==> src/rtl/bcd_rtc_pkg.sv <==
package bcd_rtc_pkg;

  localparam int unsigned N_FIELDS  = 7;
  localparam int unsigned ADR_SEC   = 0;
  localparam int unsigned ADR_MIN   = 1;
  localparam int unsigned ADR_HOUR  = 2;
  localparam int unsigned ADR_DAY   = 3;
  localparam int unsigned ADR_MON   = 4;
  localparam int unsigned ADR_YEAR  = 5;
  localparam int unsigned ADR_WDAY  = 6;
  localparam int unsigned ADR_CTRL  = 8;
  localparam int unsigned ADR_STAT  = 9;
  localparam int unsigned BIT_STOP  = 0;
  localparam int unsigned BIT_SNAP  = 6;
  localparam int unsigned BIT_RSEL  = 7;

  typedef struct packed {
    logic [7:0] year;
    logic [4:0] mon;
    logic [5:0] day;
    logic [5:0] hour;
    logic [6:0] min;
    logic [6:0] sec;
    logic [2:0] wday;
  } rtc_time_t;

  localparam rtc_time_t TIME_AT_RESET = '{year: 8'h00, mon: 5'h01, day: 6'h01,
                                          hour: 6'h00, min: 7'h00, sec: 7'h00,
                                          wday: 3'd6};

  // Two-digit BCD increment; callers wrap before the upper digit overflows.
  function automatic logic [7:0] bcd_step(input logic [7:0] v);
    if (v[3:0] == 4'h9) bcd_step = {v[7:4] + 4'h1, 4'h0};
    else                bcd_step = {v[7:4], v[3:0] + 4'h1};
  endfunction

  // Multiple of 4: even tens with units 0/4/8, or odd tens with units 2/6.
  function automatic logic year_is_leap(input logic [7:0] y);
    if (y[4]) year_is_leap = (y[3:0] == 4'h2) || (y[3:0] == 4'h6);
    else      year_is_leap = (y[3:0] == 4'h0) || (y[3:0] == 4'h4) || (y[3:0] == 4'h8);
  endfunction

  function automatic logic [5:0] month_end(input logic [4:0] m, input logic [7:0] y);
    case (m)
      5'h02:                      month_end = year_is_leap(y) ? 6'h29 : 6'h28;
      5'h04, 5'h06, 5'h09, 5'h11: month_end = 6'h30;
      default:                    month_end = 6'h31;
    endcase
  endfunction

  function automatic logic [7:0] field_byte(input rtc_time_t t, input logic [2:0] idx);
    case (idx)
      3'd0:    field_byte = {1'b0, t.sec};
      3'd1:    field_byte = {1'b0, t.min};
      3'd2:    field_byte = {2'b0, t.hour};
      3'd3:    field_byte = {2'b0, t.day};
      3'd4:    field_byte = {3'b0, t.mon};
      3'd5:    field_byte = t.year;
      3'd6:    field_byte = {5'b0, t.wday};
      default: field_byte = 8'h00;
    endcase
  endfunction

endpackage

==> src/rtl/bcd_rtc_prescaler.sv <==
module bcd_rtc_prescaler #(
  parameter int unsigned PRESC_W = 15
) (
  input  logic clk,
  input  logic rst_n,
  input  logic tick,
  input  logic hold,
  output logic sec_tick
);

  logic [PRESC_W-1:0] cnt_q, cnt_d;

  always_comb begin
    cnt_d = cnt_q;
    if (hold)      cnt_d = '0;
    else if (tick) cnt_d = cnt_q + 1'b1;
  end

  always_ff @(posedge clk or negedge rst_n) begin
    if (!rst_n) cnt_q <= '0;
    else        cnt_q <= cnt_d;
  end

  assign sec_tick = tick && !hold && (cnt_q == {PRESC_W{1'b1}});

endmodule

==> src/rtl/bcd_rtc_calendar.sv <==
module bcd_rtc_calendar
  import bcd_rtc_pkg::*;
(
  input  logic                clk,
  input  logic                rst_n,
  input  logic                sec_tick,
  input  logic [N_FIELDS-1:0] fld_we,
  input  logic [7:0]          wdata,
  output rtc_time_t           now,
  output logic                day_carry
);

  rtc_time_t  now_q, now_d;
  logic       min_carry, hour_carry, mon_carry, year_carry;
  logic [7:0] sec_nx, min_nx, hour_nx, day_nx, mon_nx, year_nx;
  logic [5:0] last_day;

  assign sec_nx   = bcd_step({1'b0, now_q.sec});
  assign min_nx   = bcd_step({1'b0, now_q.min});
  assign hour_nx  = bcd_step({2'b0, now_q.hour});
  assign day_nx   = bcd_step({2'b0, now_q.day});
  assign mon_nx   = bcd_step({3'b0, now_q.mon});
  assign year_nx  = bcd_step(now_q.year);
  assign last_day = month_end(now_q.mon, now_q.year);

  assign min_carry  = sec_tick   && (now_q.sec  == 7'h59);
  assign hour_carry = min_carry  && (now_q.min  == 7'h59);
  assign day_carry  = hour_carry && (now_q.hour == 6'h23);
  assign mon_carry  = day_carry  && (now_q.day  == last_day);
  assign year_carry = mon_carry  && (now_q.mon  == 5'h12);

  always_comb begin
    now_d = now_q;
    if (sec_tick)   now_d.sec  = (now_q.sec  == 7'h59) ? 7'h00 : sec_nx[6:0];
    if (min_carry)  now_d.min  = (now_q.min  == 7'h59) ? 7'h00 : min_nx[6:0];
    if (hour_carry) now_d.hour = (now_q.hour == 6'h23) ? 6'h00 : hour_nx[5:0];
    if (day_carry) begin
      now_d.day  = (now_q.day == last_day) ? 6'h01 : day_nx[5:0];
      now_d.wday = (now_q.wday >= 3'd6) ? 3'd0 : now_q.wday + 3'd1;
    end
    if (mon_carry)  now_d.mon  = (now_q.mon  == 5'h12) ? 5'h01 : mon_nx[4:0];
    if (year_carry) now_d.year = (now_q.year == 8'h99) ? 8'h00 : year_nx;
    if (fld_we[ADR_SEC])  now_d.sec  = wdata[6:0];
    if (fld_we[ADR_MIN])  now_d.min  = wdata[6:0];
    if (fld_we[ADR_HOUR]) now_d.hour = wdata[5:0];
    if (fld_we[ADR_DAY])  now_d.day  = wdata[5:0];
    if (fld_we[ADR_MON])  now_d.mon  = wdata[4:0];
    if (fld_we[ADR_YEAR]) now_d.year = wdata;
    if (fld_we[ADR_WDAY]) now_d.wday = wdata[2:0];
  end

  always_ff @(posedge clk or negedge rst_n) begin
    if (!rst_n) now_q <= TIME_AT_RESET;
    else        now_q <= now_d;
  end

  assign now = now_q;

endmodule

==> src/rtl/bcd_rtc_regs.sv <==
module bcd_rtc_regs
  import bcd_rtc_pkg::*;
#(
  parameter int unsigned ADDR_W = 4
) (
  input  logic                clk,
  input  logic                rst_n,
  input  logic                tick,
  input  logic [ADDR_W-1:0]   addr,
  input  logic [7:0]          wdata,
  input  logic                wr_en,
  input  logic                rd_en,
  input  rtc_time_t           live,
  output logic [N_FIELDS-1:0] fld_we,
  output logic                stop,
  output logic                rsel,
  output logic                snap_pend,
  output rtc_time_t           shadow,
  output logic [7:0]          rdata
);

  logic      stop_q, stop_d, rsel_q, rsel_d, pend_q, pend_d;
  rtc_time_t shad_q, shad_d, src;
  logic [7:0] rdata_q, rdata_d;
  logic       ctrl_we;

  genvar g;
  generate
    for (g = 0; g < N_FIELDS; g++) begin : g_fld_we
      assign fld_we[g] = wr_en && (addr == ADDR_W'(g));
    end
  endgenerate

  assign ctrl_we = wr_en && (addr == ADDR_W'(ADR_CTRL));
  assign src     = rsel_q ? shad_q : live;

  always_comb begin
    stop_d = stop_q;
    rsel_d = rsel_q;
    pend_d = pend_q;
    shad_d = shad_q;
    if (pend_q && tick) begin
      shad_d = live;
      pend_d = 1'b0;
    end
    if (ctrl_we) begin
      stop_d = wdata[BIT_STOP];
      rsel_d = wdata[BIT_RSEL];
      if (wdata[BIT_SNAP]) pend_d = 1'b1;
    end
  end

  always_comb begin
    rdata_d = rdata_q;
    if (rd_en) begin
      if (addr < ADDR_W'(N_FIELDS))          rdata_d = field_byte(src, addr[2:0]);
      else if (addr == ADDR_W'(ADR_CTRL))    rdata_d = {rsel_q, 6'b0, stop_q};
      else if (addr == ADDR_W'(ADR_STAT))    rdata_d = {7'b0, !pend_q};
      else                                   rdata_d = 8'h00;
    end
  end

  always_ff @(posedge clk or negedge rst_n) begin
    if (!rst_n) begin
      stop_q  <= 1'b0;
      rsel_q  <= 1'b0;
      pend_q  <= 1'b0;
      shad_q  <= TIME_AT_RESET;
      rdata_q <= 8'h00;
    end else begin
      stop_q  <= stop_d;
      rsel_q  <= rsel_d;
      pend_q  <= pend_d;
      shad_q  <= shad_d;
      rdata_q <= rdata_d;
    end
  end

  assign stop      = stop_q;
  assign rsel      = rsel_q;
  assign snap_pend = pend_q;
  assign shadow    = shad_q;
  assign rdata     = rdata_q;

endmodule

==> src/rtl/bcd_rtc_top.sv <==
module bcd_rtc_top
  import bcd_rtc_pkg::*;
#(
  parameter int unsigned PRESC_W = 15,
  parameter int unsigned ADDR_W  = 4
) (
  input  logic              clk,
  input  logic              rst_n,
  input  logic              tick_32k,
  input  logic [ADDR_W-1:0] addr,
  input  logic [7:0]        wdata,
  input  logic              wr_en,
  input  logic              rd_en,
  output logic [7:0]        rdata
);

  logic [1:0]          rst_sync_q;
  logic                rst_n_int;
  logic                sec_tick, day_carry, stop, rsel, snap_pend;
  logic [N_FIELDS-1:0] fld_we;
  rtc_time_t           live, shadow;

  always_ff @(posedge clk or negedge rst_n) begin
    if (!rst_n) rst_sync_q <= 2'b00;
    else        rst_sync_q <= {rst_sync_q[0], 1'b1};
  end
  assign rst_n_int = rst_sync_q[1];

  bcd_rtc_prescaler #(.PRESC_W(PRESC_W)) u_presc (
    .clk      (clk),
    .rst_n    (rst_n_int),
    .tick     (tick_32k),
    .hold     (stop),
    .sec_tick (sec_tick)
  );

  bcd_rtc_calendar u_cal (
    .clk       (clk),
    .rst_n     (rst_n_int),
    .sec_tick  (sec_tick),
    .fld_we    (fld_we),
    .wdata     (wdata),
    .now       (live),
    .day_carry (day_carry)
  );

  bcd_rtc_regs #(.ADDR_W(ADDR_W)) u_regs (
    .clk       (clk),
    .rst_n     (rst_n_int),
    .tick      (tick_32k),
    .addr      (addr),
    .wdata     (wdata),
    .wr_en     (wr_en),
    .rd_en     (rd_en),
    .live      (live),
    .fld_we    (fld_we),
    .stop      (stop),
    .rsel      (rsel),
    .snap_pend (snap_pend),
    .shadow    (shadow),
    .rdata     (rdata)
  );

endmodule

==> config.mk <==
export PLATFORM = sky130hd
export DESIGN_NAME = bcd_rtc_top
export DESIGN_NICKNAME = d
export VERILOG_FILES = /design/src/rtl/bcd_rtc_pkg.sv /design/src/rtl/bcd_rtc_prescaler.sv /design/src/rtl/bcd_rtc_calendar.sv /design/src/rtl/bcd_rtc_regs.sv /design/src/rtl/bcd_rtc_top.sv
export SDC_FILE = /design/constraint.sdc
export NUM_CORES = 1
export LEC_CHECK = 0
export ABC_AREA = 1
export BUFFER_PORTS_ARGS = -buffer_cell sky130_fd_sc_hd__buf_2
export CAP_MARGIN = 5
export CORE_MARGIN = 2
export CORE_UTILIZATION = 30
export DETAILED_ROUTE_END_ITERATION = 8
export PLACE_DENSITY = 0.45
export SLEW_MARGIN = 40
export SYNTH_ARGS = -nofsm -noshare
export SYNTH_HDL_FRONTEND = slang
export SYNTH_HIERARCHICAL = 1
export SYNTH_SLANG_ARGS = --single-unit
==> constraint.sdc <==
create_clock -name clk -period 4.2 [get_ports clk]
set_input_delay 0.63 -clock clk [delete_from_list [all_inputs] [get_ports clk]]
set_output_delay 0.63 -clock clk [all_outputs]
set_load 0.01 [all_outputs]
# Word level (Yosys, flattened, before mapping)
# Cells that the tools add are included.
# totals
out_inout_bits	8
wordCells	164
inputBits	17
reg_bits	112
# classes
n_mux	41
add_sub_neg	14
order_cmp	2
reduce_logical	45
eq_ne	36
# op_table
cell	count
two-way mux 7 bit	8
one-hot mux 8 bit (7 select lines)	1
two-way mux 6 bit	8
two-way mux 8 bit	6
two-way mux 42 bit	1
equality test 4 bit (second input constant)	9
two-way mux 15 bit	2
adder 4 x 1 -> 4 bit (second input constant)	7
equality test 4 x 3 -> 1 bit (second input constant)	5
two-way mux 5 bit	4
nonzero test 3 bit	6
logical AND 1 bit	16
nonzero test 2 bit	8
adder 15 x 1 -> 15 bit (second input constant)	1
equality test 15 bit (second input constant)	1
equality test 7 bit (second input constant)	2
equality test 4 x 2 -> 1 bit (second input constant)	3
one-hot mux 6 bit (2 select lines)	1
AND reduction 2 bit	6
equality test 5 x 3 -> 1 bit (second input constant)	2
equality test 5 bit (second input constant)	2
adder 3 x 1 -> 3 bit (second input constant)	3
equality test 3 bit (second input constant)	3
two-way mux 3 bit	3
18 further kinds	30

# Longest topological paths before layout
# logic_depth
word_depth	12
mapped_depth	15
mapped_depth_nobuf	15

# Cells and area by module
# The synthesis kept the hierarchy.
# by_module_without_submodules
module	seq_area_each_um2	cells_each	instances	area_per_inst_um2
bcd_rtc_regs	1331.3	402	1	2960.3
bcd_rtc_calendar	1056.0	370	1	2827.7
bcd_rtc_prescaler	375.4	115	1	864.6
bcd_rtc_top	50.0	3	1	53.8

# Worst setup path after synthesis
# No wires, ideal clock.
# synth_timing
kind	input-to-reg
from	input port tick_32k
to	register u_cal.now_q, in the netlist u_cal/now[26]
t_arrival_ns	2.194
required_ns	4.083
stages	12
path_buffers	0
path_slack_ns	1.890
setup_time_ns	0.117
cell_sequence	inv_1 nor2_1 nand2_1 nor4_1 nand3_1 nor3_2 nand2_2 nand2_2 nand4_1 xor2_1 nand2_1 nand2_1
# synth_via
elab_chain_len	6
# synth_rtl
item	line	source
start, declared	bcd_rtc_top.sv:9	input logic tick_32k,
logical AND 1 bit (2 in series)	bcd_rtc_prescaler.sv:24	assign sec_tick = tick && !hold && (cnt_q == {PRESC_W{1'b1}});
via sec_tick	bcd_rtc_top.sv:19	logic sec_tick, day_carry, stop, rsel, snap_pend;
logical AND 1 bit	bcd_rtc_calendar.sv:26	assign min_carry = sec_tick && (now_q.sec == 7'h59);
logical AND 1 bit	bcd_rtc_calendar.sv:27	assign hour_carry = min_carry && (now_q.min == 7'h59);
logical AND 1 bit	bcd_rtc_calendar.sv:28	assign day_carry = hour_carry && (now_q.hour == 6'h23);
nonzero test 2 bit (no line)	n/a	
end signal, assigned	bcd_rtc_calendar.sv:54	else now_q <= now_d;
end, declared	bcd_rtc_calendar.sv:13	rtc_time_t now_q, now_d;
# The timed path passes the listed nets, and every way through them passes these cells.
# A chain may end at the register's enable or synchronous reset.

# Final worst setup path
# layout_timing
from	register u_presc.cnt_q[0]
to	register u_cal.now_q, in the netlist u_cal/now[38]
# layout_via
elab_chain_len	9
# layout_rtl
item	line	source
start, declared	bcd_rtc_prescaler.sv:11	logic [PRESC_W-1:0] cnt_q, cnt_d;
start signal, assigned	bcd_rtc_prescaler.sv:21	else cnt_q <= cnt_d;
equality test 15 bit	bcd_rtc_prescaler.sv:24	
logical AND 1 bit	bcd_rtc_prescaler.sv:24	
via sec_tick	bcd_rtc_top.sv:19	
logical AND 1 bit	bcd_rtc_calendar.sv:26	
logical AND 1 bit	bcd_rtc_calendar.sv:27	
logical AND 1 bit	bcd_rtc_calendar.sv:28	
logical AND 1 bit	bcd_rtc_calendar.sv:29	assign mon_carry = day_carry && (now_q.day == last_day);
logical AND 1 bit	bcd_rtc_calendar.sv:30	assign year_carry = mon_carry && (now_q.mon == 5'h12);
nonzero test 2 bit (no line)	n/a	
AND reduction 2 bit (no line)	n/a	
# The timed path passes the listed nets, and every way through them passes these cells.

==> results.py <==
metrics = {
    "setup_path": {
        "path_common_cell": "nand2_1",
        "slowest_delay_ns": 0.40,
        "cp_cell_sequence": "ha_1 -> nand2_1 -> nor2_2 -> nand2_1 -> nor4_1 -> nand3_1 -> nor3_2 -> nand2_2 -> nor2_4 -> nand2_1 -> nand2_2 -> nand2_1 -> nand2_1 -> nand2_1",
        "rr_worst_depth": 14,
        "critPathMaxFanout": 12,
        "endpoint_kind": "register",
        "critical_path_class": "reg2reg",
        "r2r_start": "u_presc/cnt_q[0]$_DFFE_PN0P_",
        "cp.required_ns": 4.45,
        "path_delay_family": "simple AND/OR/NAND/NOR gates",
        "worst_path_max_delay_cell": "nor4_1",
        "rr_endpoint": "u_cal/now[38]$_DFFE_PN0P_",
        "r2r_slack_ns": 1.34,
        "path_buf_inv": 0,
        "critical_path_arrival_ns": 3.11,
        "start_kind": "register",
    },
    "floorplanning": {
        "core_area_um2": 21900,
        "dieArea_um2": 23600,
        "io_pins": 25,
        "initial_core_util_pct": 30.6,
        "rows": 54,
        "die_y_um": 153,
        "die-width_um": 153,
    },
    "clock_tree": {
        "cts.sinks": 112,
        "holdBufCountCts": 0,
        "cts_resized": 0,
        "path_clk_slew_ns": 0.08,
        "cts_tree": "yes",
        "cts_setup_buffers": 0,
        "cts_max_level": 3,
        "cts_buffers": 9,
        "clk_latency_ns": 0.36,
        "cts-root-buf": "clkbuf_16",
        "clockBufferDepth": 2,
    },
    "yosys": {
        "yosysWarnings": 6,
        "synth_area_um2": 6700,
        "synthCells": 889,
        "syn-num-nets": 922,
        "avgSynthCellArea_um2": 7.54,
    },
    "drt": {
        "dr_wl_met2_mm": 7.60,
        "wl_per_cell_um": 15.2,
        "wl_met3_um": 552,
        "wl_met1_mm": 9.84,
        "highest_layer": "met4",
        "viasPerCell": 4.71,
        "drc": 0,
        "dr.pass1.iters": 5,
        "ant_nets": 0,
        "wl_mm": 18.2,
        "vias": 5633,
        "first_iter_violations": 294,
    },
    "finish": {
        "seqCellArea_um2": 2820,
        "final_cell_area_um2": 7490,
        "area.growth.synth_to_final_pct": 11.7,
        "fin_util_pct": 34.2,
        "multiInputGateArea_um2": 3390,
        "fillers": 2400,
        "diodes": 0,
        "nNetsFinal": 944,
        "drive_gt1_share_pct": 13.8,
    },
    "pwr": {
        "combPwrFrac_pct": 23.9,
        "p_seq_share_pct": 46.0,
        "ir_drop_v": 0.000162,
        "intPower_mw": 2.21,
        "switching_power_mw": 1.14,
        "power.density_nw_per_um2": 447,
        "netSwitchingFraction_pct": 34.0,
        "power.share.clock_pct": 30.1,
        "leakagePower_nw": 3.65,
    },
    "sta": {
        "fmax_ghz": 0.350,
        "slew_headroom_pct": 56.5,
        "setup_viol": 0,
        "fin_setup_tns_ns": 0,
        "post-route-period-util_pct": 68.0,
        "finalHoldViolCount": 0,
        "skew_ns": 0.0118,
        "rsz0062_at_grt": "no",
        "tightest_slew_ns": 0.652,
        "fin_crit_ns": 2.86,
        "whs_ns": 0.0426,
        "final_max_slew_viol_count": 0,
    },
    "grt": {
        "grt_usage_pct": 16.2,
        "antenna_found_initial": 1,
        "grt_max_degree": 54,
        "grt_pass1_vias": 5320,
        "grt_overflow": 0,
        "grt_pass1_wl_mm": 30.0,
    },
    "run": {
        "cap_violations": 0,
    },
    "run_status": {
        "status": "complete, no violations",
    },
    "min_path": {
        "hold_class": "in2async",
    },
    "placed_design": {
        "gp_congestion": 0.809,
        "hpwl_mm": 13.5,
        "dpl_cell_area_um2": 7140,
        "io_buffers": 24,
    },
}
## layout by cell type (no fill, tap or decap), types with 2 or more instances in the layout
master,instances
o21ai_0,65
mux2_2,27
nor2_1,57
bufinv_16,3
nand3_2,3
inv_2,5
nor2_2,11
a22oi_1,3
nor2_4,5
o21ai_1,4
nand3_1,38
o21bai_2,2
dfrtp_1,102
o22ai_1,13
nand2_1,314
xnor2_1,3
o221ai_1,4
a21oi_1,19
nand4_1,11
ha_1,16
nor3b_1,3
nor3_1,14
nand2_2,7
clkinv_4,2
nand3b_1,3
buf_4,5
dfstp_2,8
or2_2,4
nand3_4,2
o32ai_1,3
o21bai_1,3
inv_1,96
xor2_1,9
buf_2,24
clkbuf_16,9
o211ai_1,3
## state kept, by name, summed over array words and instances, names as in the netlist
signal / flops
u_regs/stop: 1
u_presc/cnt_q: 15
u_regs/snap_pend: 1
u_regs/rsel: 1
rst_sync_q: 2
u_regs/shadow: 42
u_regs/rdata: 8
u_cal/now: 42
## worst max-delay path by stage
stage                                            start                   endpoint  slack [ns]  cells after the start
after floorplan                rst_sync_q[1]$_DFF_PN0_   u_cal/now[0]$_DFFE_PN0P_        0.86                      0
after global placement                        tick_32k  u_cal/now[38]$_DFFE_PN0P_        1.10                     14
after detailed placement                      tick_32k  u_cal/now[38]$_DFFE_PN0P_        0.96                     14
after CTS                 u_presc/cnt_q[0]$_DFFE_PN0P_  u_cal/now[38]$_DFFE_PN0P_        1.30                     14
after global routing      u_presc/cnt_q[0]$_DFFE_PN0P_  u_cal/now[40]$_DFFE_PN0P_        1.02                     14
final                     u_presc/cnt_q[0]$_DFFE_PN0P_  u_cal/now[38]$_DFFE_PN0P_        1.34                     14
## layout make-up
class	instances	area share (%)
clock buffers	10	3.06
well taps	280	4.68
flip-flops and latches	112	37.6
inverters	102	5.15
repair buffers	31	2.74
clock inverters	6	1.55
multi-input cells	655	45.2
## metal layers
layer  global-route usage, %  vias up
li1                        -     2910
met1                    25.1     2632
met2                    23.5       76
met3                    2.07       15
met4                    4.41        0
met5                       0        -
## power by group through the flow
stage               clock network (mW)  registers, mW  logic (mW)
floorplan                            0           1.49       0.631
global placement                     0           1.58       0.787
detailed placement                   0           1.57       0.802
CTS                               1.04           1.55       0.805
global route                      1.09           1.59       0.925
finish                            1.01           1.54       0.799
## per-stage QoR
stage	power, mW	setup slack [ns]	cells
2_1_floorplan	2.12	0.863	889
3_3_place_gp	2.36	1.10	1178
3_5_place_dp	2.37	0.959	1180
4_1_cts	3.39	1.30	1196
5_1_grt	3.60	1.02	1196
6_report	3.35	1.34	1196
## worst reg2reg max path, stage by stage, from the launching register on
cell and delay (ns):
dfrtp_1 0.39, ha_1 0.20, nand2_1 0.07, nor2_2 0.14
nand2_1 0.07, nor4_1 0.40, nand3_1 0.27, nor3_2 0.28
nand2_2 0.21, nor2_4 0.15, nand2_1 0.10, nand2_2 0.19
nand2_1 0.15, nand2_1 0.08, nand2_1 0.05
Note: power is estimated with default switching activity, not from simulation.
